## src/rtl/wdt_pkg.sv

```systemverilog
`timescale 1ns/1ps
package wdt_pkg;
  localparam int CODE_W   = 4;
  localparam int CODE_MAX = 10;
  localparam int BASE_LOG = 3;
  localparam int CNT_W    = CODE_MAX + BASE_LOG + 2;
  localparam int ADDR_W   = 2;

  localparam logic [ADDR_W-1:0] ADDR_KEY  = 2'd0;
  localparam logic [ADDR_W-1:0] ADDR_CTRL = 2'd1;
  localparam logic [ADDR_W-1:0] ADDR_WIN  = 2'd2;

  localparam int BIT_CHG  = 0;
  localparam int BIT_EN   = 1;
  localparam int BIT_CODE = 2;

  typedef struct packed {
    logic              en;
    logic [CODE_W-1:0] code;
  } wdt_field_t;

  typedef struct packed {
    wdt_field_t tmo;
    wdt_field_t win;
  } wdt_cfg_t;

  // Tick count selected by a period code, clamped at CODE_MAX.
  function automatic logic [CNT_W-1:0] code_ticks(input logic [CODE_W-1:0] code);
    int sh;
    sh = (int'(code) > CODE_MAX) ? CODE_MAX : int'(code);
    return CNT_W'(1) << (sh + BASE_LOG);
  endfunction
endpackage

```

## src/rtl/wdt_cfg_port.sv

```systemverilog
`timescale 1ns/1ps
module wdt_cfg_port
  import wdt_pkg::*;
#(
  parameter int              DATA_W     = 8,
  parameter int              UNLOCK_CYC = 4,
  parameter logic [DATA_W-1:0] KEY_VAL  = DATA_W'('hC3)
) (
  input  logic              clk_i,
  input  logic              rst_ni,
  input  logic              wr_en_i,
  input  logic [ADDR_W-1:0] wr_addr_i,
  input  logic [DATA_W-1:0] wr_data_i,
  input  logic              tick_i,
  output logic              busy_o,
  output logic              apply_o,
  output wdt_cfg_t          live_o
);
  localparam int KC_W = $clog2(UNLOCK_CYC + 1);

  logic [KC_W-1:0] key_q, key_d;
  logic            busy_q, busy_d;
  wdt_cfg_t        shadow_q, shadow_d;
  wdt_cfg_t        live_q, live_d;
  logic            key_hit, wr_ok, ctrl_acc, win_acc, chg;
  wdt_field_t      new_field;

  assign key_hit  = wr_en_i && (wr_addr_i == ADDR_KEY) && (wr_data_i == KEY_VAL);
  assign wr_ok    = wr_en_i && (key_q != '0) && !busy_q;
  assign ctrl_acc = wr_ok && (wr_addr_i == ADDR_CTRL);
  assign win_acc  = wr_ok && (wr_addr_i == ADDR_WIN);
  assign chg      = wr_data_i[BIT_CHG];
  assign apply_o  = tick_i && busy_q;

  always_comb begin
    new_field.en   = wr_data_i[BIT_EN];
    new_field.code = wr_data_i[BIT_CODE +: CODE_W];

    key_d = key_q;
    if (key_q != '0) key_d = key_q - KC_W'(1);
    if (key_hit)     key_d = KC_W'(UNLOCK_CYC);

    shadow_d = shadow_q;
    if (ctrl_acc && chg) shadow_d.tmo = new_field;
    if (win_acc && chg)  shadow_d.win = new_field;

    busy_d = busy_q;
    if (ctrl_acc || win_acc) busy_d = 1'b1;
    else if (apply_o)        busy_d = 1'b0;

    live_d = apply_o ? shadow_q : live_q;
  end

  always_ff @(posedge clk_i or negedge rst_ni) begin
    if (!rst_ni) begin
      key_q    <= '0;
      busy_q   <= 1'b0;
      shadow_q <= '0;
      live_q   <= '0;
    end else begin
      key_q    <= key_d;
      busy_q   <= busy_d;
      shadow_q <= shadow_d;
      live_q   <= live_d;
    end
  end

  assign busy_o = busy_q;
  assign live_o = live_q;
endmodule

```

## src/rtl/wdt_core.sv

```systemverilog
`timescale 1ns/1ps
module wdt_core
  import wdt_pkg::*;
(
  input  logic     clk_i,
  input  logic     rst_ni,
  input  wdt_cfg_t cfg_i,
  input  logic     apply_i,
  input  logic     tick_i,
  input  logic     kick_i,
  output logic     rst_req_o
);
  logic [CNT_W-1:0] cnt_q, cnt_d;
  logic [CNT_W-1:0] per_ticks, win_ticks, limit;
  logic             req_q, req_d, early;

  assign per_ticks = code_ticks(cfg_i.tmo.code);
  assign win_ticks = cfg_i.win.en ? code_ticks(cfg_i.win.code) : '0;
  assign limit     = per_ticks + win_ticks;
  assign early     = cfg_i.win.en && (cnt_q < win_ticks);

  always_comb begin
    cnt_d = cnt_q;
    req_d = 1'b0;
    if (!cfg_i.tmo.en || apply_i) begin
      cnt_d = '0;
    end else if (kick_i) begin
      cnt_d = '0;
      req_d = early;
    end else if (tick_i) begin
      if (cnt_q == limit - CNT_W'(1)) begin
        cnt_d = '0;
        req_d = 1'b1;
      end else begin
        cnt_d = cnt_q + CNT_W'(1);
      end
    end
  end

  always_ff @(posedge clk_i or negedge rst_ni) begin
    if (!rst_ni) begin
      cnt_q <= '0;
      req_q <= 1'b0;
    end else begin
      cnt_q <= cnt_d;
      req_q <= req_d;
    end
  end

  assign rst_req_o = req_q;
endmodule

```

## src/rtl/wdt_window_top.sv

```systemverilog
`timescale 1ns/1ps
module wdt_window_top
  import wdt_pkg::*;
#(
  parameter int                DATA_W     = 8,
  parameter int                UNLOCK_CYC = 4,
  parameter logic [DATA_W-1:0] KEY_VAL    = DATA_W'('hC3)
) (
  input  logic              clk_i,
  input  logic              rst_ni,
  input  logic              tick_i,
  input  logic              kick_i,
  input  logic              wr_en_i,
  input  logic [1:0]        wr_addr_i,
  input  logic [DATA_W-1:0] wr_data_i,
  output logic              busy_o,
  output logic              wdt_rst_o
);
  logic [1:0] rst_sync_q;
  logic       rst_n_sync;
  wdt_cfg_t   live_cfg;
  logic       apply;

  // Asynchronous assertion, synchronous release.
  always_ff @(posedge clk_i or negedge rst_ni) begin
    if (!rst_ni) rst_sync_q <= 2'b00;
    else         rst_sync_q <= {rst_sync_q[0], 1'b1};
  end
  assign rst_n_sync = rst_sync_q[1];

  wdt_cfg_port #(
    .DATA_W    (DATA_W),
    .UNLOCK_CYC(UNLOCK_CYC),
    .KEY_VAL   (KEY_VAL)
  ) cfg_i (
    .clk_i    (clk_i),
    .rst_ni   (rst_n_sync),
    .wr_en_i  (wr_en_i),
    .wr_addr_i(wr_addr_i),
    .wr_data_i(wr_data_i),
    .tick_i   (tick_i),
    .busy_o   (busy_o),
    .apply_o  (apply),
    .live_o   (live_cfg)
  );

  wdt_core core_i (
    .clk_i    (clk_i),
    .rst_ni   (rst_n_sync),
    .cfg_i    (live_cfg),
    .apply_i  (apply),
    .tick_i   (tick_i),
    .kick_i   (kick_i),
    .rst_req_o(wdt_rst_o)
  );
endmodule

```

## config.mk

```make
export PLATFORM = sky130hd
export DESIGN_NAME = wdt_window_top
export DESIGN_NICKNAME = d
export VERILOG_FILES = /design/src/rtl/wdt_pkg.sv /design/src/rtl/wdt_cfg_port.sv /design/src/rtl/wdt_core.sv /design/src/rtl/wdt_window_top.sv
export SDC_FILE = /design/constraint.sdc
export NUM_CORES = 1
export LEC_CHECK = 0
export ABC_AREA = 1
export BUFFER_PORTS_ARGS = -buffer_cell sky130_fd_sc_hd__buf_2
export CORE_MARGIN = 5
export CORE_UTILIZATION = 42
export DETAILED_ROUTE_END_ITERATION = 16
export GPL_TIMING_DRIVEN = 1
export SKIP_LAST_GASP = 1
export SYNTH_ARGS = -nofsm -noshare
export SYNTH_HDL_FRONTEND = slang
export SYNTH_SLANG_ARGS = --single-unit
export TNS_END_PERCENT = 100
```

## constraint.sdc

```tcl
create_clock -name clk_i -period 1.69 [get_ports clk_i]
set_input_delay 0.169 -clock clk_i [delete_from_list [all_inputs] [get_ports clk_i]]
set_output_delay 0.169 -clock clk_i [all_outputs]
set_load 0.05 [all_outputs]
```

# --- Word-level counts from Yosys, hierarchy flattened ---
# Index checks and enable logic that the tools add are counted.
totals:
  in_bits: 15
  output_inout_bits: 2
  wordCells: 62
  ram_bits: 0
  memories: 0
  romBits: 0
  register_bits: 42
  latch_bits: 0
classes:
  n_mul: 0
  magnitude_cmp: 3
  shifts: 2
  n_div: 0
  eq_ne: 4
  n_bitwise: 0
  reduce_logical: 19
  n_mux: 15
  addsub: 6
op_table:
  columns: ["operator", "count"]
  rows:
  - ["15-bit 2-to-1 mux", 5]
  - ["32-bit by 3-bit adder with 32-bit output, second input constant", 2]
  - ["1-bit by 32-bit left shift with 15-bit output, first input constant", 2]
  - ["15-bit by 1-bit adder with 15-bit output, second input constant", 1]
  - ["15-bit adder", 1]
  - ["15-bit equality test", 1]
  - ["15-bit < comparator", 1]
  - ["15-bit by 1-bit subtractor with 15-bit output, second input constant", 1]
  - ["1-bit logical AND", 10]
  - ["8-bit equality test, second input constant", 1]
  - ["4-bit greater-than comparator, second input constant", 2]
  - ["4-bit 2-to-1 mux", 2]
  - ["1-bit 2-to-1 mux", 6]
  - ["3-bit 2-to-1 mux", 2]
  - ["3-bit nonzero test", 2]
  - ["2-bit nonzero test", 2]
  - ["3-bit by 1-bit subtractor with 3-bit output, second input constant", 1]
  - ["2-bit by 1-bit equality test with 1-bit output, second input constant", 1]
  - ["2-bit equality test, second input constant", 1]
  - ["1-bit zero test", 2]
  - ["2-bit zero test", 1]
  - ["1-bit logical OR", 2]

# --- Depth between registers and ports, before layout ---
# Gate-level depths: netlist of run 1.
logic_depth:
  word_depth: 12
  mapped_depth: 26
  mapped_depth_nobuf: 25

# --- Hierarchy ---
# From an unflattened synthesis of run 1, not the netlist that was laid out.
hier_totals:
  hier_cells: 645
  hier_area_um2: 4274.1
modules_own_cells:
  columns: ["mod", "area_each_um2", "cells_per_inst", "instances", "seq_area_each_um2"]
  rows:
  - ["wdt_core", 3079.2, 507, 1, 400.4]
  - ["wdt_cfg_port", 1141.1, 135, 1, 600.6]
  - ["wdt_window_top", 53.8, 3, 1, 50.0]

# --- Worst setup path after synthesis of run 1 ---
# Ideal clock, no wire load.
synth_timing:
  path_type: "reg-to-reg"
  startpoint: "register cfg_i.live_q (netlist bit cfg_i.live_o[3])"
  endpoint: "register core_i.cnt_q[12]"
  setup_slack_ns: -1.661
  t_arrival_ns: 3.229
  period_less_slack_ns: 3.351
  setup_time_ns: 0.122
  n_path_buf: 1
  t_required_ns: 1.568
  stages_incl_launch_ff: 26
  path_cell_list: "dfrtp_1 -> a21oi_2 -> nand2_1 -> inv_1 -> ha_1 -> nand2_1 -> nor2_1 -> nand2_1 -> ha_1 -> inv_1 -> ha_1 -> inv_1 -> fa_1 -> inv_1 -> nand2_1 -> nand2_1 -> nand3_1 -> nor2_1 -> nand2_1 -> nor2_1 -> nand3_1 -> nor2_2 -> nand4_2 -> nand2_4 -> buf_12 -> o21ai_2"
synth_between:
  elab_chain_len: 12
synth_rtl:
  columns: ["element", "line_no", "rtl"]
  rows:
  - ["from (decl)", "wdt_cfg_port.sv:24", "wdt_cfg_t live_q, live_d;"]
  - ["from (signal assigned)", "wdt_cfg_port.sv:64", "live_q <= live_d;"]
  - ["4-bit greater-than comparator", "wdt_pkg.sv:30", "sh = (int'(code) > CODE_MAX) ? CODE_MAX : int'(code);"]
  - ["4-bit 2-to-1 mux (*)", "wdt_pkg.sv:30", null]
  - ["32-bit by 3-bit adder with 32-bit output (*)", "wdt_pkg.sv:31", "return CNT_W'(1) << (sh + BASE_LOG);"]
  - ["1-bit by 32-bit left shift with 15-bit output (*)", "wdt_pkg.sv:31", null]
  - ["15-bit 2-to-1 mux (*)", "wdt_core.sv:18", "assign win_ticks = cfg_i.win.en ? code_ticks(cfg_i.win.code) : '0;"]
  - ["15-bit adder (*)", "wdt_core.sv:19", "assign limit = per_ticks + win_ticks;"]
  - ["15-bit by 1-bit subtractor with 15-bit output (*)", "wdt_core.sv:31", "if (cnt_q == limit - CNT_W'(1)) begin"]
  - ["15-bit equality test (*)", "wdt_core.sv:31", null]
  - ["15-bit 2-to-1 mux (*)", "wdt_core.sv:31", null]
  - ["15-bit 2-to-1 mux (*)", "wdt_core.sv:30", "end else if (tick_i) begin"]
  - ["15-bit 2-to-1 mux (*)", "wdt_core.sv:27", "end else if (kick_i) begin"]
  - ["15-bit 2-to-1 mux (*)", "wdt_core.sv:25", "if (!cfg_i.tmo.en || apply_i) begin"]
  - ["to (signal assigned)", "wdt_core.sv:45", "cnt_q <= cnt_d;"]
  - ["to (decl)", "wdt_core.sv:13", "logic [CNT_W-1:0] cnt_q, cnt_d;"]
# Mark *: on every way between the ends. The rest lies on a longest branch, timed or not. The select of a mux whose other input is x is not followed.
# A chain may end at the register's enable or synchronous reset.

# --- Worst setup path after layout of run 1 ---
layout_timing:
  startpoint: "register cfg_i.live_q (netlist bit cfg_i.live_o[2])"
  endpoint: "register core_i.cnt_q[11]"
# The elaborated chain is that of the path after synthesis.

==> results of run 1 <==
-- worst reg2reg max path, delay by kind of cell, from the launching register on --
kind | cells | cell delay (ns)
buffers and inverters | 5 | 0.33
DFF | 1 | 0.42
adders and majority gates | 4 | 1.15
AOI/OAI and AO/OA | 1 | 0.08
and+or+nand+nor | 14 | 1.47
-- per-stage QoR --
stage	instances	utilization	instance area, µm²	setup WS [ns]	TNS [ns]
after global placement	761	0.526	4810	-1.87	-29.01
after CTS	775	0.559	5110	-1.75	-27.30
after detailed placement	761	0.526	4810	-1.99	-30.76
after floorplan	555	-	4000	-1.52	-23.45
after global routing	781	0.590	5400	-2.01	-31.71
final	781	0.590	5400	-1.85	-28.77
-- metal layers --
metal	part of all wire	GRT usage	up-vias
met5	0	0	-
met4	0.028	0.0629	0
met3	0.020	0.0219	17
met2	0.51	0.347	47
met1	0.44	0.229	1716
li1	-	-	1964
-- registers in the layout (all words and copies together), names as in the netlist --
register	count
core_i.cnt_q	15
core_i.rst_req_o	1
cfg_i.live_o	10
cfg_i.shadow_q	10
cfg_i.busy_o	1
cfg_i.key_q	3
rst_sync_q	2
-- final cells by class --
class	count	area [µm²]	area share
repair buffers	112	808	0.150
clock inverters	2	12.5	0.00232
multi-input cells	407	2920	0.541
well taps	111	139	0.0257
inverters	101	382	0.0707
clock buffers	6	82.6	0.0153
flip-flops and latches	42	1050	0.195
-- cell usage in the layout, fill, tap and decap left out, drive strengths merged --
cell / netlist / routed
nand2: 168 / 169
buf: 2 / 111
inv: 101 / 101
ha: 46 / 46
nor2: 46 / 46
dfrtp: 42 / 42
o21ai: 34 / 34
nand3: 31 / 31
a21oi: 20 / 20
xor2: 18 / 18
xnor2: 12 / 12
nand4: 9 / 9
clkbuf: 4 / 6
conb: 1 / 4
nand3b: 3 / 3
and2: 2 / 2
nor3: 2 / 2
or2: 1 / 1
a21o: 1 / 1
a21boi: 1 / 1
a211oi: 1 / 1
nor4: 1 / 1
nor4b: 1 / 1
o21a: 1 / 1
a31oi: 1 / 1
nor3b: 1 / 1
o211ai: 1 / 1
fa: 1 / 1
clkinvlp: 0 / 1
clkinv: 0 / 1
dlygate4sd3: 0 / 1
-- power by group through the flow --
stage / clock (mW) / combinational [mW] / sequential [mW]
after global routing: 0.758 / 10.8 / 1.50
after CTS: 0.717 / 8.72 / 1.46
final: 0.693 / 9.63 / 1.46
after detailed placement: 0 / 8.15 / 1.48
after global placement: 0 / 7.98 / 1.47
after floorplan: 0 / 5.25 / 1.58
-- path summary, 6_finish.rpt --
kind | startpoint | slack, ns | to
hold / removal | wr_data_i[3] | 0.11 | cfg_i.shadow_q[6]$_DFFE_PN0P_
setup reg to reg | cfg_i.live_o[2]$_DFFE_PN0P_ | -1.85 | core_i.cnt_q[11]$_DFFE_PN0P_
max in group asynchronous | rst_sync_q[1]$_DFF_PN0_ | 1.19 | cfg_i.live_o[7]$_DFFE_PN0P_
hold reg to reg | rst_sync_q[1]$_DFF_PN0_ | 0.21 | core_i.rst_req_o$_DFF_PN0_
min in group asynchronous | rst_ni | 0.20 | rst_sync_q[0]$_DFF_PN0_
setup / recovery | cfg_i.live_o[2]$_DFFE_PN0P_ | -1.85 | core_i.cnt_q[11]$_DFFE_PN0P_
-- cells by family (layout without fill, tap and decap cells) --
family | count (synthesis) | after routing | synth area share
AND/OR/NAND/NOR | 265 | 266 | 0.303
buffers and inverters | 107 | 221 | 0.109
AO/OA/AOI/OAI | 60 | 60 | 0.0951
adder cells (fa/ha/maj) | 47 | 47 | 0.153
flip-flops | 42 | 42 | 0.270
XOR/XNOR | 30 | 30 | 0.0694
other | 1 | 4 | 0.000963
-- timing repair --
action                                 4_1_cts  5_1_grt
endpoints found under the hold margin        2        0
resized for setup                           34       55
setup endpoints to repair                   16       26
hold buffers                                 1        0
setup buffers                                4        6
pin swaps                                   20       31
cloned                                       1        1
==> impl_metrics.ini, run 1 <==
[pwr]
total_power_mw = 11.8
netSwitchingPower_mw = 5.83
power_share_of_the_combinational_group = 0.817
power.clock.fraction = 0.059
power.leakage_nw = 2.73
swShare = 0.495
peak_supply_drop_mv = 1.17
internal-power_mw = 5.95
sequential_group_share_of_total_power = 0.124
p_per_area_nw_per_um2 = 2180

[setup_path]
critical_path_peak_fanout = 7
timing.critical_path.buf_inv = 5
timing_worst_setup_path_type = reg -> reg
worstSetupPathDepth = 24
timing.reg2reg.worst_path_depth = 24
wp_data_required_ns = 1.88
worst_setup_path_end_kind = flop
crit_path_start_kind = flop
path_cells = buf_6, inv_2, nor2_2, ha_4, nand2_4, nor2_4, nand2_2, ha_4, inv_2, ha_4, inv_2, fa_2, inv_2, nand2_1, nand2_1, nand3_2, nor2_2, nand2_1, nor2_2, nand3_1, nor2_2, nand4_4, nand2_8, o21ai_2
data_arrival_time_of_the_critical_path_ns = 3.73
max_stage_delay_ns = 0.44
cpMaxStageDelayCell = fa_2
path_delay_family = simple AND/OR/NAND/NOR gates

[route]
post_drt_wl_per_cell_um = 13.2
via_count = 3744
drc_errors = 0
postRouteAntennaNets = 0
initialDrtViolationCount = 161
drt_pass1_iterations = 6
via_per_inst = 4.79
detail_route.wirelength_mm = 10.3

[yosys]
ys_seq_elements = 42
synth_flop_cell = dfrtp_1
fraction_of_synthesis_flops_using_an_asynchronous_set_or_reset_pin = 1.00
synth_area_leaders = dfrtp_1 (27%), nand2_1 (15%), ha_1 (15%), inv_1 (9.5%), xor2_1 (4.0%)
synth-edff-count = 0
synth_cells = 552
synth.yosys.warnings = 0
synth.most_common_cell = nand2_1
syn_area_um2 = 3890
yosys-top-cells-count = nand2_1 (160), inv_1 (99), ha_1 (46)
seq_area_frac_synth = 0.270
synthesis.area_per_instance_um2 = 7.05
post-synth-top-area-cell = dfrtp_1
synth_top_cell_area_share = 0.270
synthDistinctLibCells = 42

[global_routing]
antenna_found_initial = 0
grt_max_degree = 25
grt-ovfl-total = 0
grt_first_pass_wirelength_mm = 17.2
first_global_vias = 3786
globalRouteTotalUtil = 0.190

[clock_network]
clkSlewWorstSetupHoldPaths_ns = 0.08
root_buffer = clkbuf_8
h_tree_depth = 2
cts_tree = done
cts_inserted_buffers = 5
tritoncts_num_sinks = 42
clock_path_buffers = 2
insertion_delay_ns = 0.31

[finish]
nFillCells = 854
area_delta_synth_final_pct = 38.6
fraction_of_layout_instances_using_a_drive_strength_above_1 = 0.360
final_net_count = 731
diodes = 0

[floorplanning]
die_w_um = 106
design.core.area_um2 = 9150
start_util = 0.425
die-height_um = 106
number_of_core_rows = 35
fp.dieArea_um2 = 11300
pin_count = 17

[sta]
worst_slew_margin_rel = 0.665
hold_violations = 0
final_number_of_max_transition_violations = 0
setup_violations = 16
fin_worst_hold_slack_ns = 0.113
crit_path_time_final_ns = 3.54
setup_slack_ns = -1.85
timing_worst_slew_pin_value_ns = 0.495
post-route-period-util = 2.09
fmax_ghz = 0.283
clock_skew_ns = 0.0158
rsz0062_at_grt = true

[run_status]
failing_checks = setup timing
outcome = complete, but fails checks

[flow_run]
max-cap-violations = 0

[placed_design]
gp_congestion = 0.904
hpwl_mm = 8.20
buffer_ports.inserted = 16

[hold_path]
hold_path_class = in -> reg
whs_path_depth = 3
(Power assumes the default switching activity.)
==> run 2: changes to the inputs <==
--- a/config.mk
+++ b/config.mk
@@ -9,6 +9,7 @@
 export BUFFER_PORTS_ARGS = -buffer_cell sky130_fd_sc_hd__buf_2
 export CORE_MARGIN = 5
 export CORE_UTILIZATION = 42
+export CTS_BUF_LIST = sky130_fd_sc_hd__clkbuf_4
 export DETAILED_ROUTE_END_ITERATION = 16
 export GPL_TIMING_DRIVEN = 1
 export SKIP_LAST_GASP = 1
==> run 2 against run 1 <==
  * Sequential share of layout area rose by 0.16 points
  * Cell count did not move
  * Non-clock buffer count did not move
  * The run still ends with setup timing left
  * Sequential power barely moved
==> impl_metrics.ini, run 2 (same netlist as run 1, synthesis figures left out) <==
[run_status]
outcome = complete, but fails checks
failing_checks = setup timing

[clock_network]
cts_inserted_buffers = 5
clkSlewWorstSetupHoldPaths_ns = 0.13
tritoncts_num_sinks = 42
clock_path_buffers = 2
insertion_delay_ns = 0.37
root_buffer = clkbuf_4
h_tree_depth = 2
cts_tree = done

[pwr]
power.leakage_nw = 2.71
peak_supply_drop_mv = 1.16
internal-power_mw = 5.78
p_per_area_nw_per_um2 = 2160
netSwitchingPower_mw = 5.80
power.clock.fraction = 0.043
total_power_mw = 11.6
sequential_group_share_of_total_power = 0.126
power_share_of_the_combinational_group = 0.831
swShare = 0.501

[floorplanning]
die_w_um = 106
die-height_um = 106
number_of_core_rows = 35
fp.dieArea_um2 = 11300
start_util = 0.425
design.core.area_um2 = 9150
pin_count = 17

[finish]
flip_flop_count_of_the_largest_register_after_layout = 15
layout.cells.most_common = nand2_1
nFillCells = 853
diodes = 0
mostFrequentLayoutCells = nand2_1 (138), buf_4 (92), inv_1 (87)
largest_register = core_i.cnt_q
fraction_of_layout_instances_using_a_drive_strength_above_1 = 0.357
stdcell_area_um2 = 5350
finalCoreUtilization = 0.585
area_delta_synth_final_pct = 37.4
final_net_count = 731
post_layout_nonfiller_instances = 781

[flow_run]
max-cap-violations = 0

[route]
via_count = 3739
drc_errors = 0
drt_pass1_iterations = 4
postRouteAntennaNets = 0
initialDrtViolationCount = 113
detail_route.wirelength_mm = 10.2
post_drt_wl_per_cell_um = 13.0
via_per_inst = 4.79

[global_routing]
grt-ovfl-total = 0
first_global_vias = 3756
globalRouteTotalUtil = 0.188
grt_max_degree = 25
grt_first_pass_wirelength_mm = 17.1
antenna_found_initial = 0

[placed_design]
detailedPlace.worstSlack_ns = -1.99
hpwl_mm = 8.20
place.detailed.instances = 761
buffer_ports.inserted = 16
placedInstanceArea_um2 = 4810
gp_congestion = 0.904

[setup_path]
worst_setup_path_end_kind = flop
cpMaxStageDelayCell = fa_2
wp_data_required_ns = 1.95
max_stage_delay_ns = 0.44
timing_worst_setup_path_type = reg -> reg
path_cells = buf_6, inv_2, nor2_2, ha_4, nand2_4, nor2_4, nand2_2, ha_4, inv_2, ha_4, inv_2, fa_2, inv_2, nand2_1, nand2_1, nand3_2, nor2_2, nand2_1, nor2_2, nand3_1, nor2_2, nand4_4, nand2_8, o21ai_2
critical_path_peak_fanout = 7
crit_path_start_kind = flop
data_arrival_time_of_the_critical_path_ns = 3.78

[sta]
rsz0062_at_grt = true
clock_skew_ns = 0.0231
setup_slack_ns = -1.83
final_number_of_max_transition_violations = 0
fmax_ghz = 0.284
timing_worst_slew_pin_value_ns = 0.495
crit_path_time_final_ns = 3.52
post-route-period-util = 2.08
setup_violations = 16
hold_violations = 0
worst_slew_margin_rel = 0.665

[hold_path]
hold_path_class = in -> reg
-- run 2: changes by cell type in the layout (fill, tap and decap cells not counted) --
cell / previous run / this run
o21ai_1: 1 / 2
clkinv_1: 0 / 1
clkbuf_4: 0 / 5
o21ai_2: 12 / 11
clkbuf_8: 6 / 0
-- run 2: power by group through the flow --
stage,Clock [mW],Combinational [mW],Sequential [mW]
floorplan,0,5.25,1.58
global placement,0,7.98,1.47
detailed placement,0,8.15,1.48
CTS,0.519,8.72,1.46
global route,0.559,10.8,1.49
finish,0.498,9.62,1.46
-- run 2: what timing repair did --
action / in CTS / in global routing
endpoints found under the setup margin: 16 / 26
gates cloned: 1 / 1
hold endpoints to repair: 2 / 0
hold buffers: 1 / 0
pin swaps: 20 / 30
buffers inserted: 4 / 6
resized for setup: 33 / 55
-- run 2: final timing paths --
path                       slack, ns                        start                             to  cells past startpoint
setup / recovery               -1.83  cfg_i.live_o[2]$_DFFE_PN0P_   core_i.cnt_q[11]$_DFFE_PN0P_                     24
hold / removal                  0.06                 wr_data_i[3]  cfg_i.shadow_q[6]$_DFFE_PN0P_                      3
setup reg to reg               -1.83  cfg_i.live_o[2]$_DFFE_PN0P_   core_i.cnt_q[11]$_DFFE_PN0P_                     24
hold reg to reg                 0.21      rst_sync_q[1]$_DFF_PN0_     core_i.rst_req_o$_DFF_PN0_                      1
max in group asynchronous       1.18      rst_sync_q[1]$_DFF_PN0_    cfg_i.live_o[0]$_DFFE_PN0P_                      1
min in group asynchronous       0.12                       rst_ni        rst_sync_q[0]$_DFF_PN0_                      2
-- run 2: metrics by stage --
step / setup TNS (ns) / hold slack, ns
final: -28.55 / 0.0571
after global routing: -31.74 / 0.0580
after detailed placement: -30.76 / -0.0440
after floorplan: -23.45 / -0.127
after CTS: -27.31 / 0.0478
after global placement: -29.01 / -0.0469
-- run 2: area by class of cell --
| type | instances | area, µm² | area share |
|---|---|---|---|
| clock inverters | 3 | 16.3 | 0.00304 |
| multi-input cells | 407 | 2920 | 0.545 |
| flip-flops and latches | 42 | 1050 | 0.196 |
| clock buffers | 5 | 37.5 | 0.00701 |
| repair buffers | 112 | 808 | 0.151 |
| well taps | 111 | 139 | 0.0260 |
| inverters | 101 | 382 | 0.0713 |
-- run 2: worst max-delay path: cells and delay by family, from the launching register on --
kind                       cells  cell delay [ns]
and+or+nand+nor               14             1.45
adders and majority gates      4             1.15
DFF                            1             0.43
buffers and inverters          5             0.33
AOI/OAI and AO/OA              1             0.07
-- run 2: per-layer routing --
metal,GRT usage,share of wire
met1,0.227,0.44
met2,0.347,0.51
met3,0.0219,0.022
met4,0.0583,0.027
met5,0,0
==> run 3: changes to the inputs <==
--- a/config.mk
+++ b/config.mk
@@ -12,6 +12,7 @@
 export CTS_BUF_LIST = sky130_fd_sc_hd__clkbuf_4
 export DETAILED_ROUTE_END_ITERATION = 16
 export GPL_TIMING_DRIVEN = 1
+export PLACE_DENSITY_LB_ADDON = 0.12
 export SKIP_LAST_GASP = 1
 export SYNTH_ARGS = -nofsm -noshare
 export SYNTH_HDL_FRONTEND = slang
==> run 3 against run 2 <==
  * The run still ends with setup timing left
  * First-iteration DRC count up 30%
  * Cell area down 1.4%
  * Sequential power about the same
  * Die area unchanged
  * Register-to-register slack better by 0.05 ns
  * Wire length down 2.2%
  * Via count down 0.64%
  * Clock power up 9.6%
  * Non-clock buffer count up 4
  * Clock-buffer cell count unchanged
  * Sequential share of layout area up 0.31 points
==> impl_metrics.ini, run 3 (same netlist as run 1, synthesis figures left out) <==
[setup_path]
timing_worst_setup_path_type = reg -> reg
max_stage_delay_ns = 0.44
wp_data_required_ns = 1.97
critical_path_peak_fanout = 7
worst_setup_path_end_kind = flop
crit_path_start_kind = flop
path_cells = a21oi_2, nand2_2, inv_2, ha_4, nand2_4, nor2_4, nand2_2, ha_4, inv_4, ha_4, inv_2, fa_2, inv_1, nand2_1, nand2_1, nand3_1, nor2_1, nand2_1, nor2_2, nand3_1, nor2_2, nand4_4, nand2_8, o21ai_1
timing.reg2reg.worst_path_depth = 24
crit-reg2reg-launch = cfg_i.live_o[3]$_DFFE_PN0P_
cpMaxStageDelayCell = fa_2
path_delay_family = simple AND/OR/NAND/NOR gates
timing.rr.end = core_i.cnt_q[4]$_DFFE_PN0P_
ff2ff_setup_slack_ns = -1.78
timing.critical_path.buf_inv = 4
data_arrival_time_of_the_critical_path_ns = 3.75

[finish]
layout.cells.most_common = nand2_1
final_net_count = 735
diodes = 0
mostFrequentLayoutCells = nand2_1 (146), buf_4 (99), inv_1 (92)
largest_register = core_i.cnt_q
area_delta_synth_final_pct = 35.4
post_layout_nonfiller_instances = 785
flip_flop_count_of_the_largest_register_after_layout = 15
fraction_of_layout_instances_using_a_drive_strength_above_1 = 0.322

[sta]
rsz0062_at_grt = true
setup-tns-final_ns = -28.20
hold_violations = 0
setup_slack_ns = -1.78
clock_skew_ns = 0.0190
fin_worst_hold_slack_ns = 0.0299
post-route-period-util = 2.05
setup_violations = 16
final_number_of_max_transition_violations = 0
crit_path_time_final_ns = 3.47
fmax_ghz = 0.288
timing_worst_slew_pin_value_ns = 0.516
worst_slew_margin_rel = 0.651

[route]
detail_route.wirelength_mm = 9.95
wl_met1_mm = 4.58
via_count = 3715
route.top_layer_used = met4
dr_wl_met2_mm = 4.98
post_drt_wl_per_cell_um = 12.7
postRouteAntennaNets = 0
wl_met3_um = 237
initialDrtViolationCount = 147
via_per_inst = 4.73
drt_pass1_iterations = 4
drc_errors = 0

[clock_network]
clkSlewWorstSetupHoldPaths_ns = 0.15
insertion_delay_ns = 0.37
clock_path_buffers = 2
tritoncts_num_sinks = 42
h_tree_depth = 2
cts_inserted_buffers = 5
root_buffer = clkbuf_4
cts_tree = done

[pwr]
total_power_mw = 11.2
peak_supply_drop_mv = 1.06
p_per_area_nw_per_um2 = 2130
power.leakage_nw = 2.72

[hold_path]
hold_path_class = in -> reg
hold-path-endpoint = cfg_i.shadow_q[5]$_DFFE_PN0P_
whs_path_depth = 3
worstHoldStart = wr_data_i[2]

[placed_design]
buffer_ports.inserted = 16
gp_congestion = 0.913
place.detailed.instances = 758
hpwl_mm = 7.93

[global_routing]
first_global_vias = 3705
globalRouteTotalUtil = 0.184
grt_first_pass_wirelength_mm = 16.8
grt_max_degree = 41
grt-ovfl-total = 0
antenna_found_initial = 0

[run_status]
outcome = complete, but fails checks
failing_checks = setup timing

[floorplanning]
start_util = 0.425
pin_count = 17
die-height_um = 106
fp.dieArea_um2 = 11300
number_of_core_rows = 35
die_w_um = 106
design.core.area_um2 = 9150

[flow_run]
max-cap-violations = 0
run 3: changes by cell type in the layout (fill, tap and decap cells not counted), sizes merged:
cell    delta
buf        +4
clkinv     -1
inv        +1
run 3: area by class of cell:
type,count,area [µm²]
inverters,101,384
well taps,111,139
multi-input cells,407,2810
clock inverters,3,20.0
fillers,870,3880
repair buffers,116,833
flip-flops and latches,42,1050
clock buffers,5,37.5
run 3: layer usage:
layer / vias up / GRT usage
li1: 1969 / -
met1: 1690 / 0.232
met2: 41 / 0.334
met3: 15 / 0.0200
met4: 0 / 0.0481
met5: - / 0
run 3: where the power goes:
group / internal, mW / total [mW] / leakage [nW] / switching, mW
clock: 0.163 / 0.546 / 0.0292 / 0.383
sequential: 1.31 / 1.46 / 0.533 / 0.154
combinational: 4.23 / 9.20 / 2.16 / 4.97
run 3: what timing repair did:
action                                  CTS  global route
endpoints found under the hold margin     2             0
pin swaps                                24            18
setup buffers                            16             2
resized for setup                        20            34
endpoints found under the setup margin   16            25
hold buffers                              1             0
gates cloned                              1             0
run 3: how the worst max path moves through the flow:
stage                                            from                            to  slack (ns)  cells after the start
after floorplan           cfg_i.live_o[3]$_DFFE_PN0P_  core_i.cnt_q[12]$_DFFE_PN0P_       -1.52                     23
after global placement    cfg_i.live_o[2]$_DFFE_PN0P_   core_i.cnt_q[4]$_DFFE_PN0P_       -1.89                     23
after detailed placement  cfg_i.live_o[2]$_DFFE_PN0P_   core_i.cnt_q[2]$_DFFE_PN0P_       -2.03                     23
after CTS                 cfg_i.live_o[3]$_DFFE_PN0P_   core_i.cnt_q[8]$_DFFE_PN0P_       -1.83                     23
after global routing      cfg_i.live_o[3]$_DFFE_PN0P_  core_i.cnt_q[13]$_DFFE_PN0P_       -1.97                     24
final                     cfg_i.live_o[3]$_DFFE_PN0P_   core_i.cnt_q[4]$_DFFE_PN0P_       -1.78                     24
run 3: per-stage QoR:
stage / utilization / area, µm² / setup slack, ns
2_1_floorplan: - / 4000 / -1.52
3_3_place_gp: 0.524 / 4790 / -1.89
3_5_place_dp: 0.524 / 4790 / -2.03
4_1_cts: 0.555 / 5080 / -1.83
5_1_grt: 0.576 / 5270 / -1.97
6_report: 0.576 / 5270 / -1.78
run 3: worst register-to-register path: stages (launching register included):
cell	delay (ns)
dfrtp_1	0.41
a21oi_2	0.08
nand2_2	0.09
inv_2	0.05
ha_4	0.28
nand2_4	0.06
nor2_4	0.09
nand2_2	0.08
ha_4	0.28
inv_4	0.03
ha_4	0.15
inv_2	0.05
fa_2	0.44
inv_1	0.06
nand2_1	0.04
nand2_1	0.06
nand3_1	0.08
nor2_1	0.13
nand2_1	0.08
nor2_2	0.14
nand3_1	0.10
nor2_2	0.15
nand4_4	0.19
nand2_8	0.16
o21ai_1	0.08
